--- src/rtl/chgbal_period_counter.sv ---
module chgbal_period_counter #(
  parameter int CNT_W   = 32,
  parameter int WIN_MIN = 40_000_000,
  parameter int RES_W   = 22
) (
  input  logic             clk,
  input  logic             rst_n,
  input  logic             comp_in,
  input  logic             start,
  input  logic             zero_req,
  output logic             ref_dir,
  output logic             az_sel,
  output logic             busy,
  output logic             done,
  output logic [RES_W-1:0] code
);

  localparam int SW = CNT_W + 1;
  localparam int RW = CNT_W + 2;
  localparam int VW = RES_W + 3;
  localparam int IW = $clog2(RES_W);
  localparam logic [VW-1:0] MID = VW'(1) << (RES_W - 1);
  localparam logic [VW-1:0] TOP = (VW'(1) << RES_W) - VW'(1);
  localparam logic [CNT_W-1:0] WIN_L = CNT_W'(WIN_MIN);

  typedef enum logic [1:0] {S_IDLE, S_ARM, S_MEAS, S_DIV} st_t;

  st_t                     st;
  logic                    c1, c2, c3;
  logic                    az_m;
  logic                    neg;
  logic [CNT_W-1:0]        tp, tm, win;
  logic [SW-1:0]           sum;
  logic [RW-1:0]           rem;
  logic [RES_W-2:0]        quo;
  logic [IW-1:0]           idx;
  logic signed [VW-1:0]    off;

  logic                    trip, close, tp_ge, ge, last;
  logic [CNT_W-1:0]        tp_n, tm_n, mag_n;
  logic [SW-1:0]           sum_n;
  logic [RW-1:0]           rem_sub;
  logic [RES_W-1:0]        q, sat;
  logic signed [VW-1:0]    qv, val, fix;

  assign trip    = c2 ^ c3;
  assign tp_n    = tp + {{(CNT_W-1){1'b0}}, ref_dir};
  assign tm_n    = tm + {{(CNT_W-1){1'b0}}, ~ref_dir};
  assign close   = trip && (win >= WIN_L);
  assign tp_ge   = tp_n >= tm_n;
  assign sum_n   = {1'b0, tp_n} + {1'b0, tm_n};
  assign mag_n   = tp_ge ? tp_n - tm_n : tm_n - tp_n;

  assign ge      = rem >= {1'b0, sum};
  assign rem_sub = ge ? rem - {1'b0, sum} : rem;
  assign q       = {quo, ge};
  assign last    = idx == IW'(RES_W - 1);
  assign qv      = $signed({{(VW-RES_W){1'b0}}, q});
  assign val     = neg ? -qv : qv;
  assign fix     = $signed(MID) + val - off;
  assign sat     = (fix < 0) ? '0 : ((fix > $signed(TOP)) ? TOP[RES_W-1:0] : fix[RES_W-1:0]);

  assign busy    = st != S_IDLE;
  assign az_sel  = az_m && busy;

  always_ff @(posedge clk or negedge rst_n) begin
    if (!rst_n) begin
      c1 <= 1'b0; c2 <= 1'b0; c3 <= 1'b0;
      ref_dir <= 1'b1;
      st   <= S_ARM;
      az_m <= 1'b1;
      tp <= '0; tm <= '0; win <= '0;
      sum <= '0; rem <= '0; quo <= '0; idx <= '0;
      neg  <= 1'b0;
      off  <= '0;
      done <= 1'b0;
      code <= MID[RES_W-1:0];
    end else begin
      c1 <= comp_in;
      c2 <= c1;
      c3 <= c2;
      ref_dir <= ref_dir ^ trip;
      done <= 1'b0;
      case (st)
        S_IDLE: begin
          if (start) begin
            st <= S_ARM; az_m <= 1'b0;
          end else if (zero_req) begin
            st <= S_ARM; az_m <= 1'b1;
          end
        end
        S_ARM: begin
          if (trip) begin
            st <= S_MEAS;
            tp <= '0; tm <= '0; win <= '0;
          end
        end
        S_MEAS: begin
          tp <= tp_n;
          tm <= tm_n;
          if (win < WIN_L) win <= win + CNT_W'(1);
          if (close) begin
            st  <= S_DIV;
            sum <= sum_n;
            rem <= {2'b00, mag_n};
            neg <= ~tp_ge;
            quo <= '0;
            idx <= '0;
          end
        end
        S_DIV: begin
          rem <= rem_sub << 1;
          quo <= q[RES_W-2:0];
          idx <= idx + IW'(1);
          if (last) begin
            st <= S_IDLE;
            if (az_m) off <= val;
            else begin
              code <= sat;
              done <= 1'b1;
            end
          end
        end
        default: st <= S_IDLE;
      endcase
    end
  end

endmodule

--- config.mk ---
export PLATFORM = sky130hd
export DESIGN_NAME = chgbal_period_counter
export DESIGN_NICKNAME = d
export VERILOG_FILES = /design/src/rtl/chgbal_period_counter.sv
export SDC_FILE = /design/constraint.sdc
export NUM_CORES = 1
export LEC_CHECK = 0
export ABC_AREA = 1
export BUFFER_PORTS_ARGS = -buffer_cell sky130_fd_sc_hd__buf_2
export CORE_MARGIN = 2
export CORE_UTILIZATION = 30
export DETAILED_ROUTE_END_ITERATION = 10
export PLACE_DENSITY_LB_ADDON = 0.2
export SLEW_MARGIN = 30
export SYNTH_ARGS = -nofsm -noshare
export SYNTH_HDL_FRONTEND = slang
export SYNTH_SLANG_ARGS = --single-unit
--- constraint.sdc ---
create_clock -name clk -period 8.3 [get_ports clk]
set_input_delay 0 -clock clk [delete_from_list [all_inputs] [get_ports clk]]
set_output_delay 0 -clock clk [all_outputs]
set_load 0.02 [all_outputs]
* After elaboration in Yosys (flattened, before gate mapping)
Cells that the tools add are included.
** Word-level totals
- Bits in writable memories :: 0
- Logic and storage cells :: 90
- Memory bits (read-only) :: 0
- Memories kept :: 0
- Bits in latches :: 0
- Register bits after elaboration :: 245
- Input bits :: 5
** Cells by class
- Bitwise operators :: 5
- Reductions and logical operators :: 15
- Multipliers :: 0
- Eq/ne operators :: 9
- Div/mod/pow operators :: 0
- Add/subtract/negate cells :: 11
- Shift operators :: 0
- Mux-type cells :: 27
- $lt $le $gt $ge :: 6
** Operators by type and width (count)
- $pmux 32 s2 :: 3
- $mux 32 :: 3
- $pmux 34 s2 :: 1
- $add 32x1->32 :: 2
- $sub 32x32->32 :: 2
- $mux 22 :: 2
- $pmux 21 s2 :: 1
- $ge 34x33->1 :: 1
- $mux 34 :: 1
- $add 32x32->33 :: 1
- $mux 33 :: 1
- $sub 33x33->33 :: 1
- $add 32x1->32 const B :: 1
- $ge 32x26->1 const B :: 1
- $ge 32x32->1 :: 1
- $lt 32x26->1 const B :: 1
- $add 23x25->25 const A :: 1
- $gt 25x23->1 const B :: 1
- $lt 25x1->1 const B :: 1
- $mux 25 :: 1
- $neg 22->25 :: 1
- $sub 25x25->25 :: 1
- $mux 21 :: 1
- $mux 2 :: 5
- 18 further kinds :: 38

* Logic depth before layout (Yosys ltp)
- Depth in word-level cells :: 8
- Gate-level depth with buffers :: 37

* Worst setup path after synthesis
Ideal clock, no wire load.
- Path type :: reg-to-reg
- From :: register rem[5]
- To :: register code[19]
- Setup time :: 0.116 ns
- Period minus slack after synthesis :: 4.606 ns
- Arrival :: 4.490 ns
- Cell stages (with the launch flop) :: 34
- Path slack :: 3.694 ns
- Cell sequence :: dfrtp_1 > ha_1 > a21oi_1 > nand2_1 > nand2_1 > nand3_1 > nand2_1 > nand3_2 > a21oi_4 > buf_2 > ha_1 > inv_1 > nor2_1 > inv_1 > nor2_1 > inv_1 > o31ai_1 > xor2_1 > ha_1 > ha_1 > nand2_1 > nor2_1 > inv_1 > nor3_1 > nand3_1 > nand3_1 > nand2_1 > nand2_1 > nand2_1 > nand2_4 > buf_6 > nand2_1 > nand2_1 > nand2_1
** Between the ends
- Longest elaborated chain between the ends :: 8
- Elaborated cells between the ends (all ways) :: 9
- Classes of those cells :: add/sub: 3; order compare: 3; mux: 3
** Ends and longest elaborated chain
- start: declaration :: RTL line 34 : logic [RW-1:0] rem;
- start signal: assignment :: RTL line 105 : rem <= {2'b00, mag_n};
- start signal: assignment :: RTL line 112 : rem <= rem_sub << 1;
- $ge 34x33->1 * :: RTL line 54 : assign ge = rem >= {1'b0, sum};
- $neg 22->25 * :: RTL line 59 : assign val = neg ? -qv : qv;
- $mux 25 * :: RTL line 59
- via val[14] :: RTL line 44 : logic signed [VW-1:0] qv, val, fix;
- $add 23x25->25 * :: RTL line 60 : assign fix = $signed(MID) + val - off;
- $sub 25x25->25 * :: RTL line 60
- $gt 25x23->1 :: RTL line 61 : assign sat = (fix < 0) ? '0 : ((fix > $signed(TOP)) ? TOP[RES_W-1:0] : fix[RES_W-1:0]);
- $mux 22 :: RTL line 61
- $mux 22 * :: RTL line 61
- end signal: assignment :: RTL line 77 : code <= MID[RES_W-1:0];
- end signal: assignment :: RTL line 119 : code <= sat;
- end: declaration :: RTL line 15 : output logic [RES_W-1:0] code
The timed path passes the listed nets; every way through them passes the cells marked *.
A chain may end at the register's enable or synchronous reset.

* Worst setup path in the final report
- From :: register ref_dir
- To :: register rem[27]
** Between the ends
- Longest elaborated chain between the ends :: 6
- Elaborated cells between the ends (all ways) :: 9
- Classes of those cells :: add/sub: 4; order compare: 1; mux: 3; bitwise: 1
** Ends and longest elaborated chain
- start: declaration :: RTL line 11 : output logic ref_dir,
- start signal: assignment :: RTL line 82 : ref_dir <= ref_dir ^ trip;
- $not 1->1 :: RTL line 48 : assign tm_n = tm + {{(CNT_W-1){1'b0}}, ~ref_dir};
- $add 32x1->32 :: RTL line 48
- $sub 32x32->32 / $ge 32x32->1 (equally long branches) :: RTL line 52, 50
- $mux 32 * :: RTL line 52 : assign mag_n = tp_ge ? tp_n - tm_n : tm_n - tp_n;
- $mux 34 * :: RTL line 102 : if (close) begin
- $pmux 34 s2 * :: RTL line 84 : case (st)
Every way passes the cells marked *; elsewhere a longest branch is shown, timed or not. The select of a mux whose other input is x is not followed.

==> flow_summary.yaml <==
yosys:
  yosys-top-cells-area: "sky130_fd_sc_hd__dfrtp_1 (27%), sky130_fd_sc_hd__nand2_1 (16%), sky130_fd_sc_hd__ha_1 (10%), sky130_fd_sc_hd__inv_1 (8.1%), sky130_fd_sc_hd__xor2_1 (5.4%)"
  post_synth_cell_types: 56
  synth-seq-cells: 245
  synthArstFlopShare_pct: 100
  ys.warnings.count: 0
  synth_enable_flop_cells: 0
  predominant_post_synthesis_flop_cell: "sky130_fd_sc_hd__dfrtp_1"
  synth_largest_type_area_fraction_pct: 26.6
  synth_cells: 3451
  synth_top_cell_by_area: "sky130_fd_sc_hd__dfrtp_1"
  syn_nets: 3650
  netlist_area_um2: 22700
  synth.avg_cell_area_um2: 6.58
  yosysSeqAreaShare_pct: 27.0
worst_setup_path:
  critical_path.most_common_cell: "sky130_fd_sc_hd__nand2_1"
  cp_num_buf_inv: 5
  critPathArrivalTime_ps: 6110
  worst_r2r_path_depth: 28
  timing.critical_path.slowest_cell_delay_ps: 420
  critical_path.startpoint_type: "register"
  required_ps: 8760
  cp-end-kind: "register"
  crit_family: "simple AND/OR/NAND/NOR gates"
  timing.critical_path.fanout_max: 32
  critical_path_cell_count: 28
  crit_path_top_delay_cell: "sky130_fd_sc_hd__ha_1"
  critical_path_class: "register to register"
cts:
  tritoncts_clock_tree: "built"
  clock_tree.root_cell: "sky130_fd_sc_hd__clkbuf_16"
  cts_sinks: 245
  ctsLongestPathBuffers: 3
  post-cts-setup-buffers: 0
  cts-resized-gates: 0
  cts_buffers: 34
  clk_transition_reported_paths_ps: 60
  cts_hold_buffers: 5
  clock_insertion_delay_worst_skew_ps: 580
  ctsHtreeMaxLevel: 2
min_path:
  worst_hold_check_path_type: "input pin to async pin"
routing:
  wl_per_cell_um: 17.5
  remaining_drc_errors: 0
  via_to_cell_ratio: 5.02
  finalWirelength_um: 77900
  drc_violation_total_after_the_first_tritonroute_iteration: 1795
  num_vias: 22300
  dr.pass1.iters: 6
  route.antenna.remaining_nets: 0
power_and_ir_drop:
  peakVddDrop_uv: 202
  p_leak_nw: 12.8
  power_mw: 9.35
  power-per-cell-area_nw_per_um2: 375
timing:
  tns_ps: 0
  layout_worst_path_cycle_share_pct: 68.0
  postLayoutSetupSlackWorst_ps: 2650
  relative_slew_slack_pct: 35.4
  rsz0062_at_grt: "false"
  finalMaxSlewViolations: 0
  fin_hold_ws_ps: -16.3
  final_hold_viol_count: 6
  final_period_minus_worst_setup_slack_ps: 5650
  timing.clock.skew_ps: 37.0
  timing_worst_slew_pin_value_ps: 967
  maxClockFrequency_ghz: 0.177
  report.final.setup_viol: 0
die:
  top_level_ports: 31
  die_area_um2: 77900
  rows: 100
  die_width_um: 279
  die_h_um: 279
  core_um2: 74700
  floorplan.initialDensity_pct: 30.4
placement:
  total_half_perimeter_wirelength_after_legalization_and_detailed_placement_um: 61900
  dp_slack_ps: 2750
  port_buffers: 30
  gpl.final_weighted_congestion: 0.924
run_status:
  outcome: "finished, violations left"
  failed_checks: "hold timing"
global_routing:
  grt-ovfl-total: 0
  antenna_found_initial: 2
  grt_pass1_wl_um: 122000
  grt_start_max_net_pins: 82
  track_usage_pct: 19.8
  vias_in_the_first_global_route: 21600
layout:
  proportion_of_layout_cells_with_a_drive_suffix_above_1_pct: 4.84
  regArea_um2: 6140
  finish.utilization_pct: 33.4
  final.fill_count: 8193
  design.final.nets: 3647
  layout_commonest_cell: "sky130_fd_sc_hd__nand2_1"
  layout-area-overhead-vs-synth_pct: 9.89
  most-common-layout-cells: "sky130_fd_sc_hd__nand2_1 (969), sky130_fd_sc_hd__inv_1 (488), sky130_fd_sc_hd__nor2_1 (298)"
  antennaDiodeCount: 0
  multiInputGateArea_um2: 14200
run:
  drv_cap: 0
==> synthesized netlist by cell type, types with 11 or more instances <==
| cell | n |
|---|---|
| sky130_fd_sc_hd__nand2_1 | 970 |
| sky130_fd_sc_hd__buf_4 | 11 |
| sky130_fd_sc_hd__o21a_1 | 11 |
| sky130_fd_sc_hd__xnor2_1 | 18 |
| sky130_fd_sc_hd__o31ai_1 | 15 |
| sky130_fd_sc_hd__o211ai_1 | 14 |
| sky130_fd_sc_hd__nor2_1 | 299 |
| sky130_fd_sc_hd__o21ai_0 | 182 |
| sky130_fd_sc_hd__nor2_2 | 13 |
| sky130_fd_sc_hd__inv_2 | 15 |
| sky130_fd_sc_hd__ha_1 | 189 |
| sky130_fd_sc_hd__nand3_1 | 235 |
| sky130_fd_sc_hd__buf_2 | 23 |
| sky130_fd_sc_hd__inv_1 | 488 |
| sky130_fd_sc_hd__dfrtp_1 | 241 |
| sky130_fd_sc_hd__xor2_1 | 141 |
| sky130_fd_sc_hd__a21o_1 | 20 |
| sky130_fd_sc_hd__o21ai_1 | 23 |
| sky130_fd_sc_hd__nand4_1 | 59 |
| sky130_fd_sc_hd__o21bai_1 | 19 |
| sky130_fd_sc_hd__nor4_1 | 21 |
| sky130_fd_sc_hd__o22ai_1 | 72 |
| sky130_fd_sc_hd__a21oi_1 | 167 |
| sky130_fd_sc_hd__nor3_1 | 65 |
| sky130_fd_sc_hd__clkbuf_1 | 41 |
==> state kept, by name, summed over array words and instances (netlist names), 2 cells and up <==
register / count
sum: 33
st: 2
tp: 32
win: 32
off: 25
quo: 21
code: 22
rem: 34
tm: 32
idx: 5
==> stage by stage <==
stage / cells / hold WS (ps) / instance area (um2)
detailed placement: 4376 / 34.1 / 23700
CTS: 4442 / 22.7 / 24900
global placement: 4376 / 35.1 / 23700
finish: 4442 / -16.3 / 24900
floorplan: 3451 / -296 / 22700
global route: 4442 / 51.1 / 24900
==> final cells by class <==
type	count	area share [%]
Clock buffer	46	3.87
Clock inverter	15	0.822
Inverter	504	7.59
Multi-Input combinational cell	2613	57.0
Sequential cell	245	24.6
Tap cell	969	4.86
Timing Repair Buffer	50	1.29
==> report_power, final <==
part / internal (mW) / switching [mW]
Sequential: 1.39 / 0.129
Combinational: 1.88 / 4.42
Clock: 0.919 / 0.619
==> per-layer routing <==
metal / part of all wire (%) / track usage [%] / vias to the layer above
li1: - / - / 11200
met1: 48 / 28.0 / 10400
met2: 44 / 31.5 / 598
met3: 5.4 / 2.96 / 98
met4: 2.4 / 5.25 / 4
met5: 0.035 / 0 / -
==> worst paths after layout <==
| check | startpoint | end | slack, ps |
|---|---|---|---|
| max | ref_dir | rem[27] | 2650 |
| min | rst_n | sum[5] | -20 |
| max reg2reg | ref_dir | rem[27] | 2650 |
| min reg2reg | c1 | c2 | 360 |
| max in group asynchronous | rst_n | tm[17] | 6360 |
| min in group clk | comp_in | c1 | 120 |
==> logic make-up (layout without fill, tap and decap cells) <==
logic type / count (synthesis) / after routing / share of synthesized area [%]
AO/OA/AOI/OAI: 556 / 556 / 13.9
XOR/XNOR: 160 / 160 / 6.21
adder cells (fa/ha/maj): 194 / 194 / 10.9
buffers and inverters: 593 / 615 / 10.4
flip-flops: 245 / 245 / 27.0
AND/OR/NAND/NOR: 1703 / 1703 / 31.5
No activity file was read; power rests on OpenSTA's default activity.
